==> src/rtl/sfb_pkg.sv <==
package sfb_pkg;
   localparam int REG_W    = 32;
   localparam int SEL_W    = 3;
   localparam int LVL_W    = 6;
   // control register field positions
   localparam int CTL_EN   = 0;
   localparam int CTL_FLU  = 1;
   localparam int CTL_LVL  = 8;
   // status word field positions
   localparam int ST_RXF   = 0;
   localparam int ST_TXF   = 8;
   localparam int ST_TXR   = 24;

   typedef enum logic [SEL_W-1:0] {
      SEL_TXD   = 3'd0,
      SEL_RXD   = 3'd1,
      SEL_TXCTL = 3'd2,
      SEL_RXCTL = 3'd3,
      SEL_STAT  = 3'd4
   } reg_sel_e;

   typedef struct packed {
      logic             en;
      logic [LVL_W-1:0] lvl;
   } qctl_t;
endpackage

==> src/rtl/sfb_fifo.sv <==
module sfb_fifo #(
   parameter int DEPTH = 16,
   parameter int DW    = 8,
   localparam int AW   = $clog2(DEPTH),
   localparam int CW   = AW + 1
) (
   input  logic          clk,
   input  logic          rst_n,
   input  logic          flush,
   input  logic          push,
   input  logic          pop,
   input  logic [DW-1:0] din,
   output logic [DW-1:0] dout,
   output logic [CW-1:0] count,
   output logic          full,
   output logic          empty
);
   generate
      if ((1 << AW) != DEPTH || DEPTH < 2) begin : g_bad_depth
         $error("sfb_fifo: DEPTH must be a power of two, at least 2");
      end
   endgenerate

   logic [DW-1:0] mem [DEPTH];
   logic [AW-1:0] wr_ptr, rd_ptr;
   logic          wr_ok, rd_ok;

   assign full  = (count == CW'(DEPTH));
   assign empty = (count == '0);
   assign rd_ok = pop && !empty && !flush;
   assign wr_ok = push && (!full || rd_ok) && !flush;
   assign dout  = mem[rd_ptr];

   always_ff @(posedge clk) begin
      if (wr_ok) mem[wr_ptr] <= din;
   end

   always_ff @(posedge clk or negedge rst_n) begin
      if (!rst_n) begin
         wr_ptr <= '0;
         rd_ptr <= '0;
         count  <= '0;
      end else if (flush) begin
         wr_ptr <= '0;
         rd_ptr <= '0;
         count  <= '0;
      end else begin
         if (wr_ok) wr_ptr <= wr_ptr + AW'(1);
         if (rd_ok) rd_ptr <= rd_ptr + AW'(1);
         case ({wr_ok, rd_ok})
            2'b10:   count <= count + CW'(1);
            2'b01:   count <= count - CW'(1);
            default: count <= count;
         endcase
      end
   end
endmodule

==> src/rtl/sfb_ctl.sv <==
module sfb_ctl
   import sfb_pkg::*;
(
   input  logic             clk,
   input  logic             rst_n,
   input  logic             wr,
   input  logic             en_in,
   input  logic             flush_in,
   input  logic [LVL_W-1:0] lvl_in,
   output qctl_t            ctl,
   output logic             flush,
   output logic [REG_W-1:0] rdata
);
   assign flush = wr && flush_in;

   always_ff @(posedge clk or negedge rst_n) begin
      if (!rst_n)  ctl <= '0;
      else if (wr) ctl <= '{en: en_in, lvl: lvl_in};
   end

   always_comb begin
      rdata                    = '0;
      rdata[CTL_EN]            = ctl.en;
      rdata[CTL_LVL +: LVL_W]  = ctl.lvl;
   end
endmodule

==> src/rtl/sfb_status.sv <==
module sfb_status
   import sfb_pkg::*;
#(
   parameter int DEPTH = 16,
   parameter int CW    = 5
) (
   input  logic [CW-1:0]    rx_cnt,
   input  logic [CW-1:0]    tx_cnt,
   output logic [REG_W-1:0] word
);
   generate
      if (CW > LVL_W) begin : g_bad_width
         $error("sfb_status: count does not fit a 6-bit field");
      end
   endgenerate

   logic [CW-1:0] tx_room;
   assign tx_room = CW'(DEPTH) - tx_cnt;

   always_comb begin
      word                     = '0;
      word[ST_RXF +: LVL_W]    = LVL_W'(rx_cnt);
      word[ST_TXF +: LVL_W]    = LVL_W'(tx_cnt);
      word[ST_TXR +: LVL_W]    = LVL_W'(tx_room);
   end
endmodule

==> src/rtl/serial_fifo_bank.sv <==
module serial_fifo_bank
   import sfb_pkg::*;
#(
   parameter int DEPTH = 16,
   parameter int DW    = 8
) (
   input  logic             clk,
   input  logic             rst_n,
   input  logic             reg_we,
   input  logic             reg_re,
   input  logic [SEL_W-1:0] reg_addr,
   input  logic [REG_W-1:0] reg_wdata,
   output logic [REG_W-1:0] reg_rdata,
   output logic [DW-1:0]    tx_byte,
   output logic             tx_valid,
   input  logic             tx_pop,
   input  logic [DW-1:0]    rx_byte,
   input  logic             rx_push,
   output logic             rx_overrun,
   output logic             tx_req,
   output logic             rx_req
);
   localparam int AW = $clog2(DEPTH);
   localparam int CW = AW + 1;

   generate
      if (DW < 1 || DW > CTL_LVL) begin : g_bad_dw
         $error("serial_fifo_bank: DW must be 1..8");
      end
      if (DEPTH > 32) begin : g_bad_depth
         $error("serial_fifo_bank: DEPTH above 32 overflows status fields");
      end
   endgenerate

   qctl_t             tx_ctl, rx_ctl;
   logic              tx_en, rx_en, tx_flush, rx_flush;
   logic [REG_W-1:0]  tx_ctl_rd, rx_ctl_rd, stat_word;
   logic [CW-1:0]     tx_cnt, rx_cnt;
   logic              tx_full, tx_empty, rx_full, rx_empty;
   logic [DW-1:0]     rx_head;
   logic              wr_txd, rd_rxd, wr_txctl, wr_rxctl, rx_in;
   logic              unused_wdata;

   assign unused_wdata = ^reg_wdata;

   assign wr_txd   = reg_we && (reg_addr == SEL_TXD);
   assign wr_txctl = reg_we && (reg_addr == SEL_TXCTL);
   assign wr_rxctl = reg_we && (reg_addr == SEL_RXCTL);
   assign rd_rxd   = reg_re && (reg_addr == SEL_RXD);
   assign tx_en    = tx_ctl.en;
   assign rx_en    = rx_ctl.en;
   assign rx_in    = rx_push && rx_en;

   sfb_ctl u_tx_ctl (
      .clk(clk), .rst_n(rst_n), .wr(wr_txctl),
      .en_in(reg_wdata[CTL_EN]), .flush_in(reg_wdata[CTL_FLU]),
      .lvl_in(reg_wdata[CTL_LVL +: LVL_W]),
      .ctl(tx_ctl), .flush(tx_flush), .rdata(tx_ctl_rd)
   );

   sfb_ctl u_rx_ctl (
      .clk(clk), .rst_n(rst_n), .wr(wr_rxctl),
      .en_in(reg_wdata[CTL_EN]), .flush_in(reg_wdata[CTL_FLU]),
      .lvl_in(reg_wdata[CTL_LVL +: LVL_W]),
      .ctl(rx_ctl), .flush(rx_flush), .rdata(rx_ctl_rd)
   );

   sfb_fifo #(.DEPTH(DEPTH), .DW(DW)) u_tx_q (
      .clk(clk), .rst_n(rst_n), .flush(tx_flush),
      .push(wr_txd && tx_en), .pop(tx_pop), .din(reg_wdata[DW-1:0]),
      .dout(tx_byte), .count(tx_cnt), .full(tx_full), .empty(tx_empty)
   );

   sfb_fifo #(.DEPTH(DEPTH), .DW(DW)) u_rx_q (
      .clk(clk), .rst_n(rst_n), .flush(rx_flush),
      .push(rx_in), .pop(rd_rxd), .din(rx_byte),
      .dout(rx_head), .count(rx_cnt), .full(rx_full), .empty(rx_empty)
   );

   sfb_status #(.DEPTH(DEPTH), .CW(CW)) u_status (
      .rx_cnt(rx_cnt), .tx_cnt(tx_cnt), .word(stat_word)
   );

   assign tx_valid = !tx_empty;

   // Dropped byte: full, no read to make room, no flush in the same cycle.
   always_ff @(posedge clk or negedge rst_n) begin
      if (!rst_n) rx_overrun <= 1'b0;
      else        rx_overrun <= rx_in && rx_full && !rd_rxd && !rx_flush;
   end

   assign tx_req = tx_en && (LVL_W'(tx_cnt) <= tx_ctl.lvl);
   assign rx_req = rx_en && (LVL_W'(rx_cnt) >= rx_ctl.lvl);

   always_comb begin
      reg_rdata = '0;
      case (reg_addr)
         SEL_RXD:   if (!rx_empty) reg_rdata[DW-1:0] = rx_head;
         SEL_TXCTL: reg_rdata = tx_ctl_rd;
         SEL_RXCTL: reg_rdata = rx_ctl_rd;
         SEL_STAT:  reg_rdata = stat_word;
         default:   reg_rdata = '0;
      endcase
   end

   logic unused_flags;
   assign unused_flags = tx_full;
endmodule

==> config.mk <==
export PLATFORM = sky130hd
export DESIGN_NAME = serial_fifo_bank
export DESIGN_NICKNAME = d
export VERILOG_FILES = /design/src/rtl/sfb_pkg.sv /design/src/rtl/sfb_fifo.sv /design/src/rtl/sfb_ctl.sv /design/src/rtl/sfb_status.sv /design/src/rtl/serial_fifo_bank.sv
export SDC_FILE = /design/constraint.sdc
export NUM_CORES = 1
export LEC_CHECK = 0
export BUFFER_PORTS_ARGS = -buffer_cell sky130_fd_sc_hd__buf_2
export CORE_UTILIZATION = 50
export CTS_CLUSTER_SIZE = 20
export DETAILED_ROUTE_END_ITERATION = 16
export PLACE_DENSITY = 0.76
export SYNTH_ARGS = -nofsm -noshare
export SYNTH_HDL_FRONTEND = slang
export SYNTH_SLANG_ARGS = --single-unit
==> constraint.sdc <==
create_clock -name clk -period 7.55 [get_ports clk]
set_clock_uncertainty 0.1 [all_clocks]
set_input_delay 0.755 -clock clk [delete_from_list [all_inputs] [get_ports clk]]
set_output_delay 0.755 -clock clk [all_outputs]
set_load 0.05 [all_outputs]
==> results of run 1 <==
## per-stage QoR
step           util, %  hold slack (ns)
3_5_place_dp      53.2            0.435
2_1_floorplan        -            0.359
6_report          57.0            0.268
4_1_cts           57.0            0.290
3_3_place_gp      53.2            0.424
5_1_grt           57.0            0.321
## flip-flops by register name (all words and copies together), names as in the netlist
register / flops
u_tx_q.wr_ptr: 4
u_rx_q.mem: 128
u_rx_q.wr_ptr: 4
u_tx_q.mem: 128
u_tx_q.count: 5
rx_overrun: 1
u_rx_q.count: 5
u_tx_ctl.ctl: 7
u_tx_q.rd_ptr: 4
u_rx_q.rd_ptr: 4
u_rx_ctl.ctl: 7
## layout make-up
class,instances,area share [%]
sequential,297,61.0
inverter,24,0.630
multi-input combinational,366,26.3
clock inverter,17,1.30
timing repair buffer,72,2.71
clock buffer,34,5.21
tap,330,2.89
## worst paths after layout
| path | cells past startpoint | endpoint | slack [ns] |
|---|---|---|---|
| max | 5 | reg_rdata[0] | 3.47 |
| min | 1 | u_tx_q.count[3]$_DFFE_PN0P_ | 0.27 |
| max reg2reg | 12 | u_tx_q.count[4]$_DFFE_PN0P_ | 3.94 |
| min reg2reg | 1 | u_rx_ctl.ctl[4]$_DFFE_PN0N_ | 0.45 |
| max in group asynchronous | 1 | u_rx_q.rd_ptr[2]$_DFFE_PN0P_ | 6.40 |
| min in group clk | 3 | u_tx_ctl.ctl[1]$_DFFE_PN0N_ | 0.33 |
## layer usage
| metal | vias up | GRT usage, % |
|---|---|---|
| met5 | - | 0 |
| met4 | 0 | 5.66 |
| met3 | 40 | 2.58 |
| met2 | 176 | 34.2 |
| met1 | 3375 | 25.9 |
| li1 | 2965 | - |
## cell usage in the layout, fill, tap and decap left out, drive strengths merged, types with 3 or more instances in the layout
cell      instances
a211oi            5
a21oi             6
a22o              3
a31oi             3
and2             25
and3             10
buf              72
bufinv            4
clkbuf           34
clkinv            9
clkinvlp          3
conb             13
dfrtp            41
edfxtp          256
ha               25
inv              25
mux2             14
mux2i            15
mux4             76
nand2            28
nand2b            4
nand3             5
nand4             6
nor2             35
nor2b             6
nor3              7
nor3b             4
nor4              8
o2111ai           5
o211ai            4
o21ai            17
o22ai             3
or3               3
xnor2             8
xor2             10
## cell families after synthesis
kind of cell / after synthesis / share of synthesized area, %
buffers and inverters: 79 / 2.96
and+or+nand+nor: 147 / 6.03
other: 1 / 0.0293
xor gates and xnor gates: 18 / 1.23
AOI/OAI and AO/OA: 58 / 3.29
DFF: 297 / 68.2
adders and majority gates: 25 / 2.45
muxes: 105 / 15.9
## report_power, final
| group | internal, mW | switching [mW] |
|---|---|---|
| Clock | 0.836 | 0.579 |
| Sequential | 1.89 | 0.210 |
| Combinational | 0.583 | 0.709 |
==> impl_results.md, run 1 <==
- Pwr Total: 4.80 mW
- Worst path slowest cell: dfrtp_2
- Worst path bufs/invs: 1
- WP data required: 6.69 ns
- Crit path top cell by count: mux4_2
- Top delay family on crit path: multiplexers
- Placed cell areas: 0.0134 sq mm
- GRT Residual Overflow: 0
- Cell count after placement: 1089
- Area Growth Syn to Fin: 11.9%
- Setup crit start kind: flop
- DR iter-0 viols: 626
- Clock Sink Count: 297
- # H-tree levels: 1
- Multi-input logic area: 0.00376 sq mm
- Min-Delay Path Class: primary input to async pin
- Die extent in y: 162 microns
- RSZ-0062 raised after global routing: no
- Pre-CTS setup slack: 3.94 ns
- Initial Utilization: 50.9%
- Largest net degree at the start of global routing: 42
- Largest area contributor in the netlist: edfxtp_1
- Hold buffers post-CTS: 0
- Port bufs: 61
- CTS Buf Count: 29
- ANT nets after route: 0
- Slowest Stage Delay on Critical Path: 1.03 ns
- Number of flops mapped to enable cells by yosys: 256
- Syn Area/Cell: 17.5 sq um
- Post-Route WL: 24.8 mm
- Async SR Flop Fraction: 13.8%
- Seq/Total Area, Yosys: 68.2%
- Slew headroom: 18.4%
- Finished Layout Cells: 1140
- Final Worst Setup Slack: 3.47 ns
- Clock Path Buffers: 3
- Vias per cell: 5.75
- Status: finished clean
- Initial antenna violation count: 0
- Residual DRC: 0
- Cell area after synthesis: 0.0128 sq mm
- PwrDens: 336 mW/mm^2
- Crit path DAT: 3.23 ns
- CP Launch Point: u_rx_q.rd_ptr[2]$_DFFE_PN0P_
- Top cell type's share of synthesized area: 60.1%
- Postcts setup bufs: 0
- Vias in the first global route: 6616
- Mapped Cells: 730
- DR vias: 6556
- Main flop type after synthesis: edfxtp_1
- Top sig layer: met4
- Row cnt: 58
- Final setup violation count: 0
- Diodes inserted: 0
- Nets: 864
- Post-synth top cells: edfxtp_1 (256), mux4_2 (76), dfrtp_1 (41)
- TritonRoute pass-1 iters: 5
- Total of max-cap violations: 0
- Fin area: 0.0143 sq mm
- IO Pins: 93
- LEAKAGE: 4.98 nW
- Reg area: 0.00872 sq mm
- Seq cells post-synth: 297
- Met2 Routed Length: 12.9 mm
- Hpwl dp: 15.6 mm
- GP Congestion: 0.818
- Placeable Area: 0.0251 sq mm
- Layout cells sized above 1: 26.4%
- CTS clk-pin slew, worst paths: 0.07 ns
- DR WL/cell: 21.7 microns
- Most common cell in the netlist: edfxtp_1
- Peak supply drop: 0.247 mV
- Fin crit share: 54.1%
- Least-Margin Pin Slew: 1.22 ns
- Count of cell types in the netlist: 54
- CTS tree: built
- Critical-path maximum fanout: 34
- Worst Setup Path Type: flop to primary output
- Syn. warnings: 0
- Global-route wire length before repair: 38.5 mm
- Fmax: 245 MHz
- Worst path cell trace: mux4_2, mux4_2, nand2_1, o221ai_1, buf_2
- R2r startpoint: u_tx_q.count[0]$_DFFE_PN0P_
- Met3 WL: 1.16 mm
- Setup TNS: 0 ns
- Max Slew Vio Count: 0
- Crit path capture type: primary output
- Die area: 0.0262 sq mm
- Worst-skew pair later-pin latency: 0.54 ns
- Crit path time final: 4.08 ns
- Resized cells post-CTS: 0
- Dominant cells by area after synthesis: edfxtp_1 (60%), mux4_2 (13%), dfrtp_1 (8.0%)
- Fillers: 1916
- GR Util All Layers: 19.6%
- Final Hold Fails: 0
- M1 wire length: 10.2 mm
- Die X: 162 microns
- CTS root buf: clkbuf_16
(Power assumes the default switching activity.)
==> run 2: changes to the inputs <==
Settings changed: ABC_AREA set to 1, PLACE_DENSITY 0.76 to 0.79.
Clock period 7.55 ns to 3.7 ns, I/O delays scaled along.
==> impl_results.md, run 2 <==
- Status: finished clean
- Syn Area/Cell: 11.3 sq um
- CTS Buf Count: 30
- Crit path DAT: 2.99 ns
- Row cnt: 58
- DR vias: 8952
- Commonest non-fill, non-tap cell in the layout: edfxtp_1
- Diodes inserted: 0
- Total of max-cap violations: 0
- Top delay family on crit path: simple AND/OR/NAND/NOR gates
- Count of cell types in the netlist: 49
- Setup TNS: 0 ns
- Initial antenna violation count: 0
- Vias per cell: 5.71
- Crit path capture type: primary output
- Largest area contributor in the netlist: edfxtp_1
- Layout cells sized above 1: 12.9%
- Mapped Cells: 1155
- Final setup violation count: 0
- CTS root buf: clkbuf_16
- TritonRoute pass-1 iters: 7
- LEAKAGE: 5.57 nW
- Post-Route WL: 28.9 mm
- DR WL/cell: 18.4 microns
- Postcts setup bufs: 0
- DR iter-0 viols: 975
- Regs by FF count: u_rx_q.mem: 128 flops, u_tx_q.mem: 128 flops
- Reg area: 0.00872 sq mm
- Dominant cells by area after synthesis: edfxtp_1 (59%), dfrtp_1 (7.9%), nand2_1 (6.2%)
- Critical-path maximum fanout: 16
- Syn. warnings: 0
- Resized cells post-CTS: 0
- Number of flops mapped to enable cells by yosys: 256
- Min-Delay Path Class: primary input to flop
- Most common cell in the netlist: edfxtp_1
- GP Congestion: 0.927
- Max Slew Vio Count: 0
- Worst Setup Path Type: flop to primary output
- WP data required: 3.23 ns
- Async SR Flop Fraction: 13.8%
- Fin area: 0.0147 sq mm
- Crit path time final: 3.46 ns
- Cell count after placement: 1508
- Placed cell areas: 0.0136 sq mm
- GR Util All Layers: 22.1%
- RSZ-0062 raised after global routing: no
- Setup crit start kind: flop
- # H-tree levels: 1
- Vias in the first global route: 8782
- Largest net degree at the start of global routing: 71
- Peak supply drop: 0.864 mV
- Post-synth top cells: edfxtp_1 (256), nand2_1 (215), o21ai_0 (127)
- IO Pins: 93
- GRT Residual Overflow: 0
- Clock Sink Count: 297
- CTS clk-pin slew, worst paths: 0.06 ns
- Die area: 0.0267 sq mm
- Finished Layout Cells: 1568
- Slew headroom: 36.6%
- Finished Core Util: 57.7%
- Worst path bufs/invs: 2
- Die extent in y: 164 microns
- Commonest cells after routing, fill and taps aside: edfxtp_1 (256), nand2_1 (215), o21ai_0 (127)
- Worst path cell trace: clkinv_1, nor2_2, a311oi_1, o21ai_0, nand2_1, buf_2
- Fin crit share: 93.4%
- Seq/Total Area, Yosys: 66.8%
- Placeable Area: 0.0254 sq mm
- ANT nets after route: 0
- Final Hold Fails: 0
- Fillers: 2028
- Slowest Stage Delay on Critical Path: 0.62 ns
- Global-route wire length before repair: 45.8 mm
- Seq cells post-synth: 297
- Worst-skew pair later-pin latency: 0.56 ns
- Hpwl dp: 18.1 mm
- PwrDens: 728 mW/mm^2
- CTS tree: built
- Main flop type after synthesis: edfxtp_1
- Port bufs: 61
- Fmax: 289 MHz
- Top cell type's share of synthesized area: 58.9%
- Multi-input logic area: 0.00377 sq mm
- Area Growth Syn to Fin: 12.3%
- Cell area after synthesis: 0.0130 sq mm
- Residual DRC: 0
- Hold slack: 0.0245 ns
- Worst path slowest cell: nor2_2
- Initial Utilization: 51.4%
- Clock Path Buffers: 3
- Nets: 1290
- Least-Margin Pin Slew: 0.951 ns
- Die X: 164 microns
## run 2: changes by cell type after synthesis, sizes merged, moves of 21 or more
cell   before  now
nand3       5   48
nand2      28  223
and2       25    0
mux4       76    0
o22ai       3   24
o21ai      17  138
inv        24   74
nor2       35  129
a21oi       6   42
## run 2: cells by family after synthesis
logic type | Yosys count | share of synthesized area [%]
xor gates and xnor gates | 6 | 0.403
DFF | 297 | 66.8
adders and majority gates | 25 | 2.40
AOI/OAI and AO/OA | 245 | 10.9
muxes | 1 | 0.0767
buffers and inverters | 143 | 4.68
other | 1 | 0.0287
and+or+nand+nor | 437 | 14.8
## run 2: path summary, 6_finish.rpt
check                           slack, ns                           end                    startpoint  cells past startpoint
worst max-delay path                 0.24                    tx_byte[5]  u_tx_q.rd_ptr[2]$_DFFE_PN0P_                      6
worst min-delay path                 0.02   u_rx_ctl.ctl[2]$_DFFE_PN0N_                 reg_wdata[10]                      3
worst max register to register       0.52    u_tx_q.mem[2][3]$_DFFE_PP_   u_tx_q.count[1]$_DFFE_PN0P_                     10
worst min register to register       0.40   u_tx_ctl.ctl[4]$_DFFE_PN0N_   u_tx_ctl.ctl[4]$_DFFE_PN0N_                      2
max in group asynchronous            2.43  u_tx_q.rd_ptr[0]$_DFFE_PN0P_                         rst_n                      2
min in group asynchronous            0.40  u_rx_q.wr_ptr[0]$_DFFE_PN0P_                         rst_n                      2
## run 2: area by class of cell
class	count	share of cell area [%]
clock buffer	32	5.17
clock inverter	22	1.51
inverter	79	2.03
multi-input combinational	727	25.7
sequential	297	59.5
tap	330	2.82
timing repair buffer	81	3.29
## run 2: what timing repair did
item,in CTS,in global routing
endpoints found under the hold margin,50,0
setup endpoints to repair,0,0
hold buffers,6,0
## run 2: tightest hold or removal path: cells and delay by family
kind | cells | cell delay, ns
buf+inv | 2 | 0.16
compound gates | 1 | 0.10
## run 2: power breakdown
part	leakage, nW	switching [mW]	internal (mW)
registers	2.82	0.252	3.84
logic	2.27	2.58	1.01
clock network	0.488	1.23	1.76
total	5.57	4.06	6.61
## run 2: through the flow
stage | power (mW) | setup WS (ns)
floorplan | 6.71 | 1.08
global placement | 7.56 | 0.689
detailed placement | 7.67 | 0.591
CTS | 10.7 | 0.269
global route | 11.2 | 0.0653
finish | 10.7 | 0.244
## run 2: layer usage
metal,GRT usage (%),routed length [microns],share of wire [%]
met5,0,0,0
met4,7.70,831,2.9
met3,3.48,2200,7.6
met2,37.3,14100,49
met1,29.1,11800,41
